$ cat src/rtl/prox_regif_pkg.sv
package prox_regif_pkg;
  localparam int AW   = 5;
  localparam int DW   = 8;
  localparam int NREG = 1 << AW;

  typedef enum logic [1:0] {
    XFER_REPEAT = 2'b00,
    XFER_INC    = 2'b01,
    XFER_RSV    = 2'b10,
    XFER_SPEC   = 2'b11
  } xfer_e;

  localparam logic [AW-1:0] A_ENABLE  = 5'h00;
  localparam logic [AW-1:0] A_PTIME   = 5'h02;
  localparam logic [AW-1:0] A_WTIME   = 5'h03;
  localparam logic [AW-1:0] A_TLO_L   = 5'h08;
  localparam logic [AW-1:0] A_TLO_H   = 5'h09;
  localparam logic [AW-1:0] A_THI_L   = 5'h0A;
  localparam logic [AW-1:0] A_THI_H   = 5'h0B;
  localparam logic [AW-1:0] A_PERS    = 5'h0C;
  localparam logic [AW-1:0] A_CONFIG  = 5'h0D;
  localparam logic [AW-1:0] A_PPULSE  = 5'h0E;
  localparam logic [AW-1:0] A_CONTROL = 5'h0F;
  localparam logic [AW-1:0] A_ID      = 5'h12;
  localparam logic [AW-1:0] A_STATUS  = 5'h13;
  localparam logic [AW-1:0] A_RES_LO  = 5'h18;
  localparam logic [AW-1:0] A_RES_HI  = 5'h19;
  localparam logic [AW-1:0] A_OFFSET  = 5'h1E;

  // Storage exists only at these addresses
  function automatic bit reg_writable(input int a);
    case (a)
      int'(A_ENABLE), int'(A_PTIME), int'(A_WTIME), int'(A_TLO_L), int'(A_TLO_H),
      int'(A_THI_L), int'(A_THI_H), int'(A_PERS), int'(A_CONFIG), int'(A_PPULSE),
      int'(A_CONTROL), int'(A_OFFSET): return 1'b1;
      default: return 1'b0;
    endcase
  endfunction

  function automatic logic [DW-1:0] reg_reset(input int a);
    if (a == int'(A_PTIME) || a == int'(A_WTIME)) return '1;
    return '0;
  endfunction

  function automatic logic is_clear_code(input logic [AW-1:0] c);
    return (c == 5'b00101) || (c == 5'b00111);
  endfunction

  function automatic logic [DW-1:0] pack_status(input logic sat, input logic intp,
                                                input logic vld);
    logic [DW-1:0] s;
    s    = '0;
    s[6] = sat;
    s[5] = intp;
    s[1] = vld;
    return s;
  endfunction
endpackage

$ cat src/rtl/prox_cmd_decode.sv
module prox_cmd_decode
  import prox_regif_pkg::*;
(
  input  logic [DW-1:0] byte_i,
  input  logic          first_i,
  output logic          is_cmd,
  output logic          is_data,
  output xfer_e         ctype,
  output logic [AW-1:0] code,
  output logic          set_hit,
  output logic          rsv_hit,
  output logic          clr_hit
);
  always_comb begin
    is_cmd  = first_i && byte_i[DW-1];
    is_data = !is_cmd;
    ctype   = xfer_e'(byte_i[6:5]);
    code    = byte_i[AW-1:0];
    set_hit = is_cmd && (ctype == XFER_REPEAT || ctype == XFER_INC);
    rsv_hit = is_cmd && (ctype == XFER_RSV);
    clr_hit = is_cmd && (ctype == XFER_SPEC) && is_clear_code(code);
  end
endmodule

$ cat src/rtl/prox_reg_file.sv
module prox_reg_file
  import prox_regif_pkg::*;
(
  input  logic          clk,
  input  logic          rst_n,
  input  logic          we,
  input  logic [AW-1:0] waddr,
  input  logic [DW-1:0] wdata,
  output logic [DW-1:0] q [NREG]
);
  for (genvar i = 0; i < NREG; i++) begin : g_reg
    if (reg_writable(i)) begin : g_store
      logic [DW-1:0] r;
      always_ff @(posedge clk or negedge rst_n) begin
        if (!rst_n) r <= reg_reset(i);
        else if (we && waddr == AW'(i)) r <= wdata;
      end
      assign q[i] = r;
    end else begin : g_none
      assign q[i] = '0;
    end
  end
endmodule

$ cat src/rtl/prox_read_mux.sv
module prox_read_mux
  import prox_regif_pkg::*;
#(
  parameter logic [7:0] ID_VALUE = 8'h39
) (
  input  logic          clk,
  input  logic          rst_n,
  input  logic          rd_req,
  input  logic [AW-1:0] rd_addr,
  input  logic [DW-1:0] regs [NREG],
  input  logic [2*DW-1:0] prox_data,
  input  logic          st_sat,
  input  logic          st_int,
  input  logic          st_valid,
  output logic [DW-1:0] rd_data
);
  logic [DW-1:0] shadow_q;
  logic [DW-1:0] rd_val;

  always_comb begin
    case (rd_addr)
      A_ID:     rd_val = ID_VALUE;
      A_STATUS: rd_val = pack_status(st_sat, st_int, st_valid);
      A_RES_LO: rd_val = prox_data[DW-1:0];
      A_RES_HI: rd_val = shadow_q;
      default:  rd_val = regs[rd_addr];
    endcase
  end

  always_ff @(posedge clk or negedge rst_n) begin
    if (!rst_n) begin
      rd_data  <= '0;
      shadow_q <= '0;
    end else if (rd_req) begin
      rd_data <= rd_val;
      if (rd_addr == A_RES_LO) shadow_q <= prox_data[2*DW-1:DW];
    end
  end

  AST_ID_FIXED: assert property (@(posedge clk) disable iff (!rst_n)
    (rd_req && rd_addr == A_ID) |=> rd_data == ID_VALUE);
  AST_SHADOW_CAPTURE: assert property (@(posedge clk) disable iff (!rst_n)
    (rd_req && rd_addr == A_RES_LO) |=> shadow_q == $past(prox_data[2*DW-1:DW]));
  AST_SHADOW_HOLD: assert property (@(posedge clk) disable iff (!rst_n)
    !(rd_req && rd_addr == A_RES_LO) |=> $stable(shadow_q));
endmodule

$ cat src/rtl/prox_cmd_regif.sv
module prox_cmd_regif
  import prox_regif_pkg::*;
#(
  parameter logic [7:0] ID_VALUE = 8'h39
) (
  input  logic        clk,
  input  logic        rst_n,
  input  logic        bus_start,
  input  logic        wr_stb,
  input  logic [7:0]  wr_byte,
  input  logic        rd_req,
  input  logic [15:0] prox_data,
  input  logic        st_sat,
  input  logic        st_int,
  input  logic        st_valid,
  output logic [7:0]  rd_data,
  output logic        int_clr,
  output logic        en_pon,
  output logic        en_pen,
  output logic        en_wen,
  output logic        en_pien,
  output logic        en_sai,
  output logic        cfg_pdl,
  output logic        cfg_wlong,
  output logic [7:0]  ptime,
  output logic [7:0]  wtime,
  output logic [15:0] thr_lo,
  output logic [15:0] thr_hi,
  output logic [7:0]  pers,
  output logic [7:0]  ppulse,
  output logic [7:0]  ctrl,
  output logic [7:0]  poffset
);
  logic          first_q;
  logic [AW-1:0] addr_q;
  xfer_e         mode_q;
  logic          int_clr_q;

  logic          dec_cmd, dec_data, dec_set, dec_rsv, dec_clr;
  xfer_e         dec_type;
  logic [AW-1:0] dec_code;
  logic          wr_data_ev, acc_ev;
  logic [DW-1:0] regs [NREG];

  prox_cmd_decode u_dec (
    .byte_i (wr_byte),
    .first_i(first_q),
    .is_cmd (dec_cmd),
    .is_data(dec_data),
    .ctype  (dec_type),
    .code   (dec_code),
    .set_hit(dec_set),
    .rsv_hit(dec_rsv),
    .clr_hit(dec_clr)
  );

  assign wr_data_ev = wr_stb && dec_data;
  assign acc_ev     = wr_data_ev || rd_req;

  always_ff @(posedge clk or negedge rst_n) begin
    if (!rst_n) begin
      first_q   <= 1'b0;
      addr_q    <= '0;
      mode_q    <= XFER_REPEAT;
      int_clr_q <= 1'b0;
    end else begin
      if (bus_start)   first_q <= 1'b1;
      else if (wr_stb) first_q <= 1'b0;
      if (wr_stb && dec_set) begin
        addr_q <= dec_code;
        mode_q <= dec_type;
      end else if (acc_ev && mode_q == XFER_INC) begin
        addr_q <= addr_q + 1'b1;
      end
      int_clr_q <= wr_stb && dec_clr;
    end
  end

  prox_reg_file u_regs (
    .clk  (clk),
    .rst_n(rst_n),
    .we   (wr_data_ev),
    .waddr(addr_q),
    .wdata(wr_byte),
    .q    (regs)
  );

  prox_read_mux #(.ID_VALUE(ID_VALUE)) u_rd (
    .clk      (clk),
    .rst_n    (rst_n),
    .rd_req   (rd_req),
    .rd_addr  (addr_q),
    .regs     (regs),
    .prox_data(prox_data),
    .st_sat   (st_sat),
    .st_int   (st_int),
    .st_valid (st_valid),
    .rd_data  (rd_data)
  );

  assign int_clr   = int_clr_q;
  assign en_pon    = regs[A_ENABLE][0];
  assign en_pen    = regs[A_ENABLE][2];
  assign en_wen    = regs[A_ENABLE][3];
  assign en_pien   = regs[A_ENABLE][5];
  assign en_sai    = regs[A_ENABLE][6];
  assign cfg_pdl   = regs[A_CONFIG][0];
  assign cfg_wlong = regs[A_CONFIG][1];
  assign ptime     = regs[A_PTIME];
  assign wtime     = regs[A_WTIME];
  assign thr_lo    = {regs[A_TLO_H], regs[A_TLO_L]};
  assign thr_hi    = {regs[A_THI_H], regs[A_THI_L]};
  assign pers      = regs[A_PERS];
  assign ppulse    = regs[A_PPULSE];
  assign ctrl      = regs[A_CONTROL];
  assign poffset   = regs[A_OFFSET];

  AST_INC_STEP: assert property (@(posedge clk) disable iff (!rst_n)
    (acc_ev && !(wr_stb && dec_cmd) && mode_q == XFER_INC) |=> addr_q == $past(addr_q) + 5'd1);
  AST_REPEAT_HOLD: assert property (@(posedge clk) disable iff (!rst_n)
    (acc_ev && !(wr_stb && dec_cmd) && mode_q == XFER_REPEAT) |=> $stable(addr_q));
  AST_RSV_NOEFFECT: assert property (@(posedge clk) disable iff (!rst_n)
    (wr_stb && dec_rsv && !rd_req) |=> ($stable(addr_q) && $stable(mode_q)));
  AST_CLR_CAUSE: assert property (@(posedge clk) disable iff (!rst_n)
    $rose(int_clr) |-> $past(wr_stb && dec_cmd && dec_type == XFER_SPEC));
  AST_CMD_LOAD: assert property (@(posedge clk) disable iff (!rst_n)
    (wr_stb && dec_set) |=> (addr_q == $past(wr_byte[4:0]) && mode_q == xfer_e'($past(wr_byte[6:5]))));
endmodule

$ cat config.mk
export PLATFORM = sky130hd
export DESIGN_NAME = prox_cmd_regif
export DESIGN_NICKNAME = d
export VERILOG_FILES = /design/src/rtl/prox_regif_pkg.sv /design/src/rtl/prox_cmd_decode.sv /design/src/rtl/prox_reg_file.sv /design/src/rtl/prox_read_mux.sv /design/src/rtl/prox_cmd_regif.sv
export SDC_FILE = /design/constraint.sdc
export NUM_CORES = 1
export LEC_CHECK = 0
export BUFFER_PORTS_ARGS = -buffer_cell sky130_fd_sc_hd__clkbuf_2
export CORE_UTILIZATION = 40
export CTS_BUF_LIST = sky130_fd_sc_hd__clkbuf_4 sky130_fd_sc_hd__clkbuf_8 sky130_fd_sc_hd__clkbuf_16
export DETAILED_ROUTE_END_ITERATION = 8
export PLACE_DENSITY = 0.6
export SYNTH_ARGS = -nofsm -noshare
export SYNTH_HDL_FRONTEND = slang
export SYNTH_SLANG_ARGS = --single-unit
$ cat constraint.sdc
create_clock -name clk -period 2.7 [get_ports clk]
set_input_delay 0.135 -clock clk [delete_from_list [all_inputs] [get_ports clk]]
set_output_delay 0.135 -clock clk [all_outputs]
set_load 0.005 [all_outputs]
# Yosys cells after proc, flatten, opt, wreduce, memory -nomap -nowiden
# Index checks and enable logic that the tools add are counted.
# W data, S select, Z words.
word_totals:
  reg_bits: 121
  input_bits: 32
  output_inout_bits: 96
op_classes:
  n_addsub: 1
  magnitude_cmp: 1
  eq_ne: 20
  n_mux: 8
  bitwise_logic: 1
  n_reduce_logical: 29
ops:
  columns: ["cell", "count"]
  rows:
  - ["$bmux W8 S5", 1]
  - ["$eq A5 B4 Y1 const B", 8]
  - ["$pmux W8 S4", 1]
  - ["$eq A5 B5 Y1 const B", 5]
  - ["$logic_and A1 B1 Y1", 20]
  - ["$mux W8", 2]
  - ["$eq A5 B2 Y1 const B", 2]
  - ["$eq A5 B3 Y1 const B", 2]
  - ["$mux W5", 2]
  - ["$ge A6 B6 Y1 const B", 1]
  - ["$not A5 Y6", 1]
  - ["$add A5 B1 Y5 const B", 1]
  - ["$logic_not A5 Y1", 1]
  - ["$eq A2 B1 Y1 const B", 2]
  - ["$reduce_bool A2 Y1", 2]
  - ["$logic_or A1 B1 Y1", 3]
  - ["$eq A2 B2 Y1 const B", 1]
  - ["$logic_not A2 Y1", 1]
  - ["$mux W1", 2]
  - ["$reduce_and A2 Y1", 1]
  - ["$logic_not A1 Y1", 1]

# Depth between registers and ports, before layout
depth:
  ltp_word: 7
  depth_mapped: 10
  ltp_nobuf: 7

# By module
# Synthesis repeated with hierarchy kept, for this count alone.
unflattened:
  cells_unflattened: 683
  area_unflattened_um2: 8370.5
by_module_without_submodules:
  columns: ["mod", "n_inst", "cells_each", "area_per_inst_um2", "seq_area_each_um2"]
  rows:
  - ["prox_reg_file", 1, 384, 4946.0, 2422.3]
  - ["prox_read_mux", 1, 241, 2844.0, 400.4]
  - ["prox_cmd_regif", 1, 43, 478.0, 225.2]
  - ["prox_cmd_decode", 1, 15, 102.6, 0.0]

# Least setup slack after synthesis
# No wires, ideal clock.
synth_path:
  path_type: "register to register"
  from: "register addr_q[0]"
  to: "register u_rd.rd_data[3]"
  arrival_ps: 2040
  required_ps: 2566
  path_slack_ps: 526
  stages_incl_launch_ff: 11
  path_buffers: 3
  synth_period_minus_slack_ps: 2174
  path_cell_list: "dfrtp_1 buf_6 buf_4 inv_1 ha_1 buf_2 or3_1 a31oi_1 nand3_1 a21oi_1 o22ai_1"
synth_between:
  elab_chain_cells: 5
  word_cells_on_any_way: 9
  classes_between: "eq/ne (4); mux (4); bitwise (1)"
synth_rtl:
  columns: ["item", "line", "rtl"]
  rows:
  - ["start: declaration", "prox_cmd_regif.sv:35", "logic [AW-1:0] addr_q;"]
  - ["start signal: assignment", "prox_cmd_regif.sv:70", "addr_q <= dec_code;"]
  - ["start signal: assignment", "prox_cmd_regif.sv:73", "addr_q <= addr_q + 1'b1;"]
  - ["$not A5 Y6 (not written as such)", "prox_read_mux.sv:26", "default: rd_val = regs[rd_addr];"]
  - ["$bmux W8 S5", "prox_read_mux.sv:26", null]
  - ["$mux W8 (not written as such) (2 in a row)", "prox_read_mux.sv:26", null]
  - ["$pmux W8 S4 *", "prox_read_mux.sv:21", "case (rd_addr)"]
  - ["end signal: assignment", "prox_read_mux.sv:35", "rd_data <= rd_val;"]
  - ["end: declaration", "prox_read_mux.sv:15", "output logic [DW-1:0] rd_data"]
# Mark *: on every way between the ends. The rest lies on a longest branch, timed or not. The select of a mux whose other input is x is not followed.
# A chain may end at the register's enable or synchronous reset.

# Final worst setup path
layout_path:
  from: "register addr_q[1]"
  to: "register u_rd.rd_data[1]"
# Same word-level chain as after synthesis.

==> results.py <==
metrics = {
    "layout": {
        "fin_area_mm2": 0.00741,
        "nFillCells": 1492,
        "drive_above_1_share_pct": 53.4,
        "antennaDiodeCount": 0,
        "register_area_mm2": 0.00305,
        "multi_input_area_mm2": 0.00264,
        "final_nets": 616,
        "finalCoreUtilization_pct": 46.7,
        "area_growth_pct": 14.2,
    },
    "synthesis": {
        "ys_seq_area_share_pct": 47.0,
        "synth_edf_count": 0,
        "synthesis.area_mm2": 0.00649,
        "yosysMostFrequentCell": "mux2_2",
        "synth.avg_cell_area_um2": 12.3,
        "ys_seq_elements": 121,
        "syn_nets": 565,
        "yosysWarnings": 0,
        "yosysTopAreaCell": "dfrtp_1",
        "synth.cells.most_frequent": "112 x mux2_2, 105 x dfrtp_1, 82 x buf_4, 31 x nand2_1",
        "synth-main-ff-cell": "dfrtp_1",
        "synth.top_cell.area_share_pct": 40.5,
        "syn_inst": 528,
        "synth_cell_types": 48,
        "ys_top_cells_by_area": "dfrtp_1 40%, mux2_2 19%, buf_4 9.5%",
        "async_flop_share_pct": 100,
    },
    "timing": {
        "fin_crit_sh_pct": 85.5,
        "fmax_ghz": 0.433,
        "finalSetupViolCount": 0,
        "min_period_ns": 2.31,
        "drv_slew": 0,
        "tns_ns": 0,
        "fin_skew_ns": 0.0233,
        "slew_headroom_pct": 56.7,
        "holdWs_ns": 0.0202,
        "rsz0062_at_grt": "no",
        "hold_viol_final": 0,
        "worst_pin_slew_ns": 0.650,
    },
    "clock_tree": {
        "cts_tree": "done",
        "htreeDepth": 4,
        "clk-insertion-delay-late_ns": 0.43,
        "post_cts_buffers": 0,
        "cts_sinks": 121,
        "clock-root-buffer": "clkbuf_16",
        "cts_inserted_buffers": 17,
        "clk_pin_slew_worst_paths_ns": 0.06,
        "clockBufferDepth": 2,
        "cts_resized": 0,
    },
    "worst_setup_path": {
        "path_class": "reg -> reg",
        "end_kind": "flop",
        "critPathLaunchType": "flop",
        "critPathMaxFanout": 10,
        "arrival_ns": 2.58,
        "crit_required_ns": 2.97,
        "rr_worst_depth": 7,
    },
    "grt": {
        "grt.overflow.total": 0,
        "grt_usage_pct": 20.3,
        "grt_max_degree": 57,
        "grt_pass1_wl_um": 24900,
        "grt_pass1_vias": 4370,
        "grt_antenna_before_repair": 0,
    },
    "pwr": {
        "p_int_w": 0.00577,
        "p_sw_share_pct": 33.8,
        "sequentialPowerShare_pct": 38.1,
        "p_sw_w": 0.00295,
        "pwr_density_cell_mw_per_mm2": 1180,
        "leakage_nw": 3.55,
        "pwr-share-comb_pct": 35.3,
        "power_w": 0.00873,
        "vdd_drop_max_mv": 0.612,
        "clkPwrFrac_pct": 26.6,
    },
    "routing": {
        "via_count": 4202,
        "wl_um": 16200,
        "drtAntennaViolNets": 0,
        "routedWlPerCell_um": 20.0,
        "drt_iter0_drc": 206,
        "drc": 0,
        "drtPass1Iterations": 5,
        "viasPerCell": 5.20,
    },
    "place": {
        "portBuffers": 127,
        "dp_hpwl_um": 11400,
        "routabilityCongestion": 0.837,
        "placed_area_mm2": 0.00671,
    },
    "floorplan": {
        "num_io_pins": 128,
        "start_util_pct": 40.9,
        "dieArea_mm2": 0.0167,
        "dieHeight_um": 129,
        "rows": 46,
        "core_mm2": 0.0159,
        "die_w_um": 129,
    },
    "worst_hold_path": {
        "whs_path_depth": 3,
        "min_path_type": "in -> reg",
    },
    "run_status": {
        "outcome": "completed",
    },
    "flow_run": {
        "cap_violations": 0,
    },
}
==> cell families (layout without fill, tap and decap cells) <==
group,count (synthesis),after routing,share of synthesized area (%)
AOI/OAI and AO/OA,53,53,5.30
adders and majority gates,5,5,0.964
DFF,121,121,47.0
xor gates and xnor gates,3,3,0.405
and+or+nand+nor,96,96,8.27
buffers and inverters,120,184,12.4
muxes,130,130,25.8
==> area by class of cell <==
| class | count | area share (%) |
|---|---|---|
| Sequential cell | 121 | 41.1 |
| Clock buffer | 21 | 6.23 |
| Timing Repair Buffer | 144 | 11.0 |
| Tap cell | 216 | 3.65 |
| Multi-Input combinational cell | 287 | 35.6 |
| Clock inverter | 11 | 1.96 |
| Inverter | 8 | 0.405 |
==> what timing repair did <==
action / 4_1_cts / 5_1_grt
endpoints found under the hold margin: 49 / 0
hold buffers: 10 / 0
endpoints found under the setup margin: 0 / 0
==> flip-flops by register name (all words and copies together), names as in the netlist <==
name                count
addr_q                  5
mode_q                  2
u_regs.g.g_store.r     96
int_clr                 1
first_q                 1
u_rd.shadow_q           8
u_rd.rd_data            8
==> power groups by stage <==
stage	clock network, W	logic [W]	registers (W)
after floorplan	0	0.00277	0.00300
after global placement	0	0.00303	0.00331
after detailed placement	0	0.00308	0.00334
after CTS	0.00236	0.00311	0.00332
after global routing	0.00245	0.00335	0.00342
final	0.00232	0.00308	0.00333
==> per-layer routing <==
| metal | GRT usage [%] | vias up | part of all wire, % |
|---|---|---|---|
| met4 | 5.33 | 0 | 0.66 |
| met2 | 31.9 | 119 | 46 |
| li1 | - | 1909 | - |
| met3 | 6.23 | 10 | 5.7 |
| met5 | 0 | - | 0 |
| met1 | 27.2 | 2164 | 47 |
==> per-stage QoR <==
step / std cells / worst slack [ns]
after global placement: 766 / 0.558
after floorplan: 528 / 0.526
after detailed placement: 766 / 0.460
after CTS: 808 / 0.438
final: 808 / 0.391
after global routing: 808 / 0.246
==> critical path: stages (launching register included) <==
cell and delay, ns:
dfrtp_1 0.67, inv_1 0.17, ha_1 0.30, and4b_1 0.31, a31oi_1 0.31, nand3_1 0.12
a21oi_1 0.17, o22ai_1 0.10
==> worst paths after layout <==
kind	startpoint	to	slack (ns)
min	wr_stb	first_q	0.02
max reg2reg	addr_q[1]	u_rd.rd_data[1]	0.39
max	addr_q[1]	u_rd.rd_data[1]	0.39
max in group asynchronous	rst_n	u_regs.g_reg[2].g_store.r[2]	1.62
min in group asynchronous	rst_n	u_rd.shadow_q[7]	0.28
min reg2reg	mode_q[1]	mode_q[1]	0.49
==> placed cells by master (no fill, tap or decap), drive strengths merged, types with 2 or more instances in the layout <==
cell type | Yosys | layout
a21oi | 12 | 12
a221oi | 3 | 3
a22oi | 10 | 10
a31oi | 6 | 6
and2 | 3 | 3
and3 | 2 | 2
and4 | 2 | 2
and4b | 3 | 3
buf | 95 | 8
bufinv | 0 | 3
clkbuf | 17 | 147
clkinv | 0 | 4
clkinvlp | 0 | 3
dfrtp | 105 | 105
dfstp | 16 | 16
dlygate4sd3 | 0 | 10
ha | 5 | 5
inv | 8 | 9
mux2 | 112 | 112
mux2i | 2 | 2
mux4 | 16 | 16
nand2 | 31 | 31
nand3 | 20 | 20
nand4 | 3 | 3
nand4b | 2 | 2
nor2 | 20 | 20
nor2b | 4 | 4
o211ai | 5 | 5
o21ai | 10 | 10
o22ai | 3 | 3
xnor2 | 3 | 3
Note: power is estimated with default switching activity, not from simulation.
